## config.mk

```make
export PLATFORM = sky130hd
export DESIGN_NAME = mrs_issuer
export DESIGN_NICKNAME = d
export VERILOG_FILES = /design/src/rtl/mrs_pkg.sv /design/src/rtl/mrs_field_check.sv /design/src/rtl/mrs_cs_slot.sv /design/src/rtl/mrs_cmd_fsm.sv /design/src/rtl/mrs_issuer.sv
export SDC_FILE = /design/constraint.sdc
export NUM_CORES = 1
export LEC_CHECK = 0
export ABC_CLOCK_PERIOD_IN_PS = 1800
export BUFFER_PORTS_ARGS = -buffer_cell sky130_fd_sc_hd__buf_2
export CORE_MARGIN = 8
export CORE_UTILIZATION = 56
export CTS_CLUSTER_DIAMETER = 120
export DETAILED_ROUTE_END_ITERATION = 8
export GPL_TIMING_DRIVEN = 0
export PLACE_DENSITY = 0.79
export SYNTH_ARGS = -nofsm -noshare
export SYNTH_HDL_FRONTEND = slang
export SYNTH_SLANG_ARGS = --single-unit
```

## constraint.sdc

```tcl
create_clock -name clk -period 1.8 [get_ports clk]
set_input_delay 0.09 -clock clk [delete_from_list [all_inputs] [get_ports clk]]
set_output_delay 0.09 -clock clk [all_outputs]
set_load 0.05 [all_outputs]
```

## src/rtl/mrs_pkg.sv

```systemverilog
package mrs_pkg;

    localparam int REG_W = 12;

    typedef enum logic [1:0] {
        BA_MODE = 2'b00,
        BA_EXT2 = 2'b10
    } ba_code_e;

    typedef enum logic {
        ST_IDLE = 1'b0,
        ST_SEND = 1'b1
    } fsm_state_e;

    typedef struct packed {
        logic [1:0]       ba;
        logic [REG_W-1:0] addr;
    } lmr_req_t;

endpackage

```

## src/rtl/mrs_field_check.sv

```systemverilog
module mrs_field_check #(
    parameter int CL_MIN = 1,
    parameter int CL_MAX = 5,
    parameter int BL_SDR = 2,
    parameter int BL_DDR = 4
) (
    input  logic [6:0] value,
    input  logic       is_ext,
    output logic       ok
);
    logic [2:0] burst_code;
    logic [2:0] latency;
    logic       interleave;
    logic       burst_ok;
    logic       latency_ok;

    always_comb begin
        burst_code = value[2:0];
        interleave = value[3];
        latency    = value[6:4];
        burst_ok   = (burst_code == 3'(BL_SDR)) || (burst_code == 3'(BL_DDR));
        latency_ok = (int'(latency) >= CL_MIN) && (int'(latency) <= CL_MAX);
        ok         = is_ext || (burst_ok && !interleave && latency_ok);
    end
endmodule

```

## src/rtl/mrs_cs_slot.sv

```systemverilog
module mrs_cs_slot
    import mrs_pkg::*;
#(
    parameter logic [REG_W-1:0] MR_RESET  = 12'h032,
    parameter logic [REG_W-1:0] EXT_RESET = 12'h000
) (
    input  logic             clk,
    input  logic             rst_n,
    input  logic             wr_hit,
    input  logic             wr_ok,
    input  logic             wr_ext,
    input  logic             wr_quiet,
    input  logic [REG_W-1:0] wr_data,
    input  logic             retire,
    output logic             pend,
    output lmr_req_t         req,
    output logic [REG_W-1:0] mr_q,
    output logic [REG_W-1:0] ext_q
);
    always_ff @(posedge clk) begin
        if (!rst_n) begin
            mr_q  <= MR_RESET;
            ext_q <= EXT_RESET;
            pend  <= 1'b0;
            req   <= '0;
        end else begin
            if (retire) begin
                pend <= 1'b0;
            end
            if (wr_hit && wr_ok) begin
                if (wr_ext) begin
                    ext_q <= wr_data;
                end else begin
                    mr_q <= wr_data;
                end
                if (!wr_quiet) begin
                    pend     <= 1'b1;
                    req.ba   <= wr_ext ? BA_EXT2 : BA_MODE;
                    req.addr <= wr_data;
                end
            end
        end
    end
endmodule

```

## src/rtl/mrs_cmd_fsm.sv

```systemverilog
module mrs_cmd_fsm
    import mrs_pkg::*;
#(
    parameter int NUM_CS = 2,
    localparam int CS_W = (NUM_CS > 1) ? $clog2(NUM_CS) : 1
) (
    input  logic              clk,
    input  logic              rst_n,
    input  logic [NUM_CS-1:0] pend,
    input  logic              cmd_ack,
    output logic              cmd_valid,
    output logic [CS_W-1:0]   cur_cs,
    output logic [NUM_CS-1:0] retire
);
    fsm_state_e      state, state_nxt;
    logic [CS_W-1:0] cur_nxt;
    logic [CS_W-1:0] first_pend;

    always_comb begin
        first_pend = '0;
        for (int i = NUM_CS - 1; i >= 0; i--) begin
            if (pend[i]) begin
                first_pend = CS_W'(i);
            end
        end
    end

    always_comb begin
        state_nxt = state;
        cur_nxt   = cur_cs;
        unique case (state)
            ST_IDLE: begin
                if (|pend) begin
                    state_nxt = ST_SEND;
                    cur_nxt   = first_pend;
                end
            end
            ST_SEND: begin
                if (cmd_ack) begin
                    state_nxt = ST_IDLE;
                end
            end
        endcase
    end

    always_ff @(posedge clk) begin
        if (!rst_n) begin
            state  <= ST_IDLE;
            cur_cs <= '0;
        end else begin
            state  <= state_nxt;
            cur_cs <= cur_nxt;
        end
    end

    always_comb begin
        cmd_valid = (state == ST_SEND);
        for (int i = 0; i < NUM_CS; i++) begin
            retire[i] = (state == ST_SEND) && cmd_ack && (cur_cs == CS_W'(i));
        end
    end
endmodule

```

## src/rtl/mrs_issuer.sv

```systemverilog
module mrs_issuer
    import mrs_pkg::*;
#(
    parameter int NUM_CS = 2,
    parameter logic [REG_W-1:0] MR_RESET = 12'h032,
    localparam int CS_W = (NUM_CS > 1) ? $clog2(NUM_CS) : 1
) (
    input  logic             clk,
    input  logic             rst_n,
    input  logic             wr_en,
    input  logic [CS_W-1:0]  wr_cs,
    input  logic             wr_ext,
    input  logic             wr_quiet,
    input  logic [REG_W-1:0] wr_data,
    output logic             wr_ready,
    output logic             wr_err,
    input  logic [CS_W-1:0]  rd_cs,
    input  logic             rd_ext,
    output logic [REG_W-1:0] rd_data,
    output logic             cmd_valid,
    input  logic             cmd_ack,
    output logic [CS_W-1:0]  cmd_cs,
    output logic [1:0]       cmd_ba,
    output logic [REG_W-1:0] cmd_addr
);
    logic [NUM_CS-1:0] pend;
    logic [NUM_CS-1:0] retire;
    logic [NUM_CS-1:0] hit;
    lmr_req_t          req_arr [NUM_CS];
    logic [REG_W-1:0]  mr_arr  [NUM_CS];
    logic [REG_W-1:0]  ext_arr [NUM_CS];
    logic              value_ok;
    logic              accept;
    logic [CS_W-1:0]   cur_cs;

    mrs_field_check u_check (
        .value  (wr_data[6:0]),
        .is_ext (wr_ext),
        .ok     (value_ok)
    );

    assign wr_ready = !pend[wr_cs];
    assign accept   = wr_en && wr_ready;

    for (genvar g = 0; g < NUM_CS; g++) begin : g_slot
        assign hit[g] = accept && (wr_cs == CS_W'(g));
        mrs_cs_slot #(
            .MR_RESET (MR_RESET)
        ) u_slot (
            .clk      (clk),
            .rst_n    (rst_n),
            .wr_hit   (hit[g]),
            .wr_ok    (value_ok),
            .wr_ext   (wr_ext),
            .wr_quiet (wr_quiet),
            .wr_data  (wr_data),
            .retire   (retire[g]),
            .pend     (pend[g]),
            .req      (req_arr[g]),
            .mr_q     (mr_arr[g]),
            .ext_q    (ext_arr[g])
        );
    end

    mrs_cmd_fsm #(
        .NUM_CS (NUM_CS)
    ) u_fsm (
        .clk       (clk),
        .rst_n     (rst_n),
        .pend      (pend),
        .cmd_ack   (cmd_ack),
        .cmd_valid (cmd_valid),
        .cur_cs    (cur_cs),
        .retire    (retire)
    );

    always_ff @(posedge clk) begin
        if (!rst_n) begin
            wr_err <= 1'b0;
        end else begin
            wr_err <= accept && !value_ok;
        end
    end

    assign rd_data  = rd_ext ? ext_arr[rd_cs] : mr_arr[rd_cs];
    assign cmd_cs   = cur_cs;
    assign cmd_ba   = req_arr[cur_cs].ba;
    assign cmd_addr = req_arr[cur_cs].addr;
endmodule

```

==> metrics <==
outcome completed; Via Count 2,848; DR DRC count 0; FP Rows 28; global route total overflow 0; RSZ-0062 raised after global routing false; Max IR drop VDD 0.000564 V; Starting Density 57.5%; initial antenna violation count 0; most frequent cells in the layout 92 x nand2_1, 78 x dfxtp_1, 50 x buf_2; Slew HR 52.6%; CTS clk-pin slew, worst paths 70 ps; launch point of the worst path u_fsm.cur_cs; FF+latch count, synth 79; WL met3 583 µm; Ant. Diodes 0; first-pass GRT wire length 14,100 µm; post-synthesis sequential area ratio 46.8%; RD Place Congestion 0.856; post-route ant nets 0; final worst slack 131 ps; Syn Std Cell Area 3380 µm²; share of cells above drive strength 1 24.9%; Crit path arrival time 1580 ps; routed vias/inst 5.73; chip width 93.7 µm; Lkg Pwr 1.69 nW; FF-to-FF End g_slot[0].u_slot.mr_q[10]; worst min path class in2reg; NumNets Final 438; Wirelength per Cell 17.2 µm; clk_lat worst skew 350 ps; Top Layer Used met4; Synth Area per Inst 9.61 µm²; CTS tree built; max_cap viols 0; Clock Sink Count 79; critical path fanouts, max 10; crit path time final 1670 ps; Core Area 5890 µm²; Slowest-stage cell, CP dfxtp_2; Hold Vio Cnt, Final 0; worst reg2reg startpoint g_slot[0].u_slot.pend; Port Buf Inserts 48; commonest non-fill, non-tap cell in the layout nand2_1; pwr dens 939 nW/µm²; Area Overhead vs Synth 19.1%; H-tree depth 3; Die ar. 8780 µm²; Max Transition Viols Final 0; post-route clock skew 7.25 ps; critical path required time 1710 ps; M1 WL 3560 µm; Syn Nets 373; CP Depth 3; fillcell total 485; drt initial violations 174; Largest stage delay, worst path 430 ps; Slew @ Worst Pin 711 ps; root buffer cell clkbuf_8; Syn. warnings 0; Worst R2R Path Depth 5; Worst Setup EP cmd_ba[1]; Yosys cell types 38; WP buf/inv 2; DRT Pass-1 Iters 4; R2R Setup Slk 140 ps; Finished Core Util 68.5%; Setup TNS Final 0 ps; CP Cell Sequence buf_4 -> mux2_2 -> buf_2; cell family with most CP delay buffers and inverters; All-Layer GR Usage 20.9%; metal2 WL 4240 µm; Ports 51; Syn Inst Count 352; Highest Clock Rate 0.599 GHz; Crit. End Element primary output; largest net degree at the start of global routing 14; Crit Path Class reg2out; DP Wirelength 6140 µm; TritonCTS Buffers 9; Routed WL 8560 µm; critical path startpoint category flop; Tcrit/Tclk final 92.7%; Max clock buf depth 2; Die Ht 93.7 µm; vias in the first global route 2,810; Placement Setup Slack -274 ps; final setup vio count 0
-- cell type report --
type | instances | area, µm² | area share (%)
Inverter | 3 | 11.3 | 0.280
Tap cell | 75 | 93.8 | 2.33
Clock buffer | 10 | 128 | 3.17
Multi-Input combinational cell | 246 | 1670 | 41.5
Timing Repair Buffer | 55 | 305 | 7.58
Clock inverter | 6 | 109 | 2.70
Buffer | 23 | 129 | 3.20
Sequential cell | 79 | 1580 | 39.3
-- cell families after synthesis --
kind of cell,synth area share (%)
other,0.111
flip-flops,46.8
AND/OR/NAND/NOR,18.2
AO/OA/AOI/OAI,9.99
XOR/XNOR,0.259
buffers and inverters,4.11
multiplexers,20.6
-- power by group --
| group | switching, mW | leakage (nW) | total [mW] | internal (mW) |
|---|---|---|---|---|
| Sequential | 0.0277 | 0.640 | 1.82 | 1.79 |
| Clock | 0.632 | 0.120 | 1.55 | 0.919 |
| Combinational | 0.278 | 0.925 | 0.415 | 0.137 |
| Total | 0.937 | 1.69 | 3.78 | 2.85 |
-- metal layers --
| layer | vias up | track usage (%) |
|---|---|---|
| li1 | 1368 | - |
| met3 | 17 | 4.40 |
| met5 | - | 0 |
| met4 | 0 | 11.4 |
| met1 | 1375 | 25.6 |
| met2 | 88 | 33.5 |
-- stage by stage --
stage                     cells  cell area (µm²)  hold slack (ps)  power, mW
after floorplan             352             3380              215       2.13
after global placement      475             3720              359       2.25
after detailed placement    475             3720              368       2.26
after CTS                   497             4020             21.4       3.79
after global routing        497             4030             39.5       3.92
final                       497             4030             37.1       3.78
-- tightest hold or removal path: cells and delay by family --
family	cells	cell delay [ps]
buffers and inverters	1	140
and+or+nand+nor	1	60
AOI/OAI and AO/OA	1	50
-- flip-flops by register name, summed over array words and instances (netlist names) --
signal               cells
g_slot.u_slot.req       26
u_fsm.cur_cs             1
u_fsm.cmd_valid          1
wr_err                   1
g_slot.u_slot.ext_q     24
g_slot.u_slot.pend       2
g_slot.u_slot.mr_q      24
-- cell usage after synthesis, drive strengths merged --
| cell type | instances | area [µm²] |
|---|---|---|
| nand2 | 92 | 345 |
| dfxtp | 79 | 1580 |
| a21oi | 30 | 150 |
| mux2i | 28 | 280 |
| o21ai | 17 | 85.1 |
| clkbuf | 16 | 60.1 |
| nand3 | 15 | 75.1 |
| mux2 | 13 | 146 |
| mux4 | 12 | 270 |
| buf | 8 | 67.6 |
| and3 | 7 | 48.8 |
| nor2 | 5 | 18.8 |
| nand4 | 4 | 25.0 |
| nor2b | 4 | 25.0 |
| a211oi | 2 | 20.0 |
| a311oi | 2 | 17.5 |
| inv | 2 | 7.51 |
| nand4b | 2 | 17.5 |
| o21a | 2 | 15.0 |
| a31o | 1 | 8.76 |
| a31oi | 1 | 21.3 |
| a32o | 1 | 10.0 |
| and3b | 1 | 8.76 |
| and4bb | 1 | 12.5 |
| clkinv | 1 | 3.75 |
| conb | 1 | 3.75 |
| nand4bb | 1 | 11.3 |
| nor4b | 1 | 15.0 |
| o311a | 1 | 10.0 |
| or3 | 1 | 11.3 |
| xor2 | 1 | 8.76 |
-- worst min path at each step --
stage                     slack (ps)                          to   startpoint  cells after the start
after CTS                         20   g_slot[1].u_slot.ext_q[4]   wr_data[4]                      3
after global placement           360  g_slot[1].u_slot.ext_q[10]  wr_data[10]                      3
after floorplan                  220    g_slot[0].u_slot.mr_q[5]   wr_data[5]                      2
after detailed placement         370   g_slot[0].u_slot.ext_q[9]   wr_data[9]                      3
final                             40   g_slot[1].u_slot.ext_q[3]   wr_data[3]                      3
after global routing              40   g_slot[0].u_slot.ext_q[3]   wr_data[3]                      3
-- repair_timing --
| item | in CTS | in global routing |
|---|---|---|
| pin swaps | 2 | 0 |
| hold buffers | 5 | 0 |
| hold endpoints to repair | 9 | 0 |
| endpoints found under the setup margin | 22 | 17 |
| resized for setup | 2 | 3 |
| buffers inserted | 2 | 0 |
No activity file was read; power rests on OpenSTA's default activity.
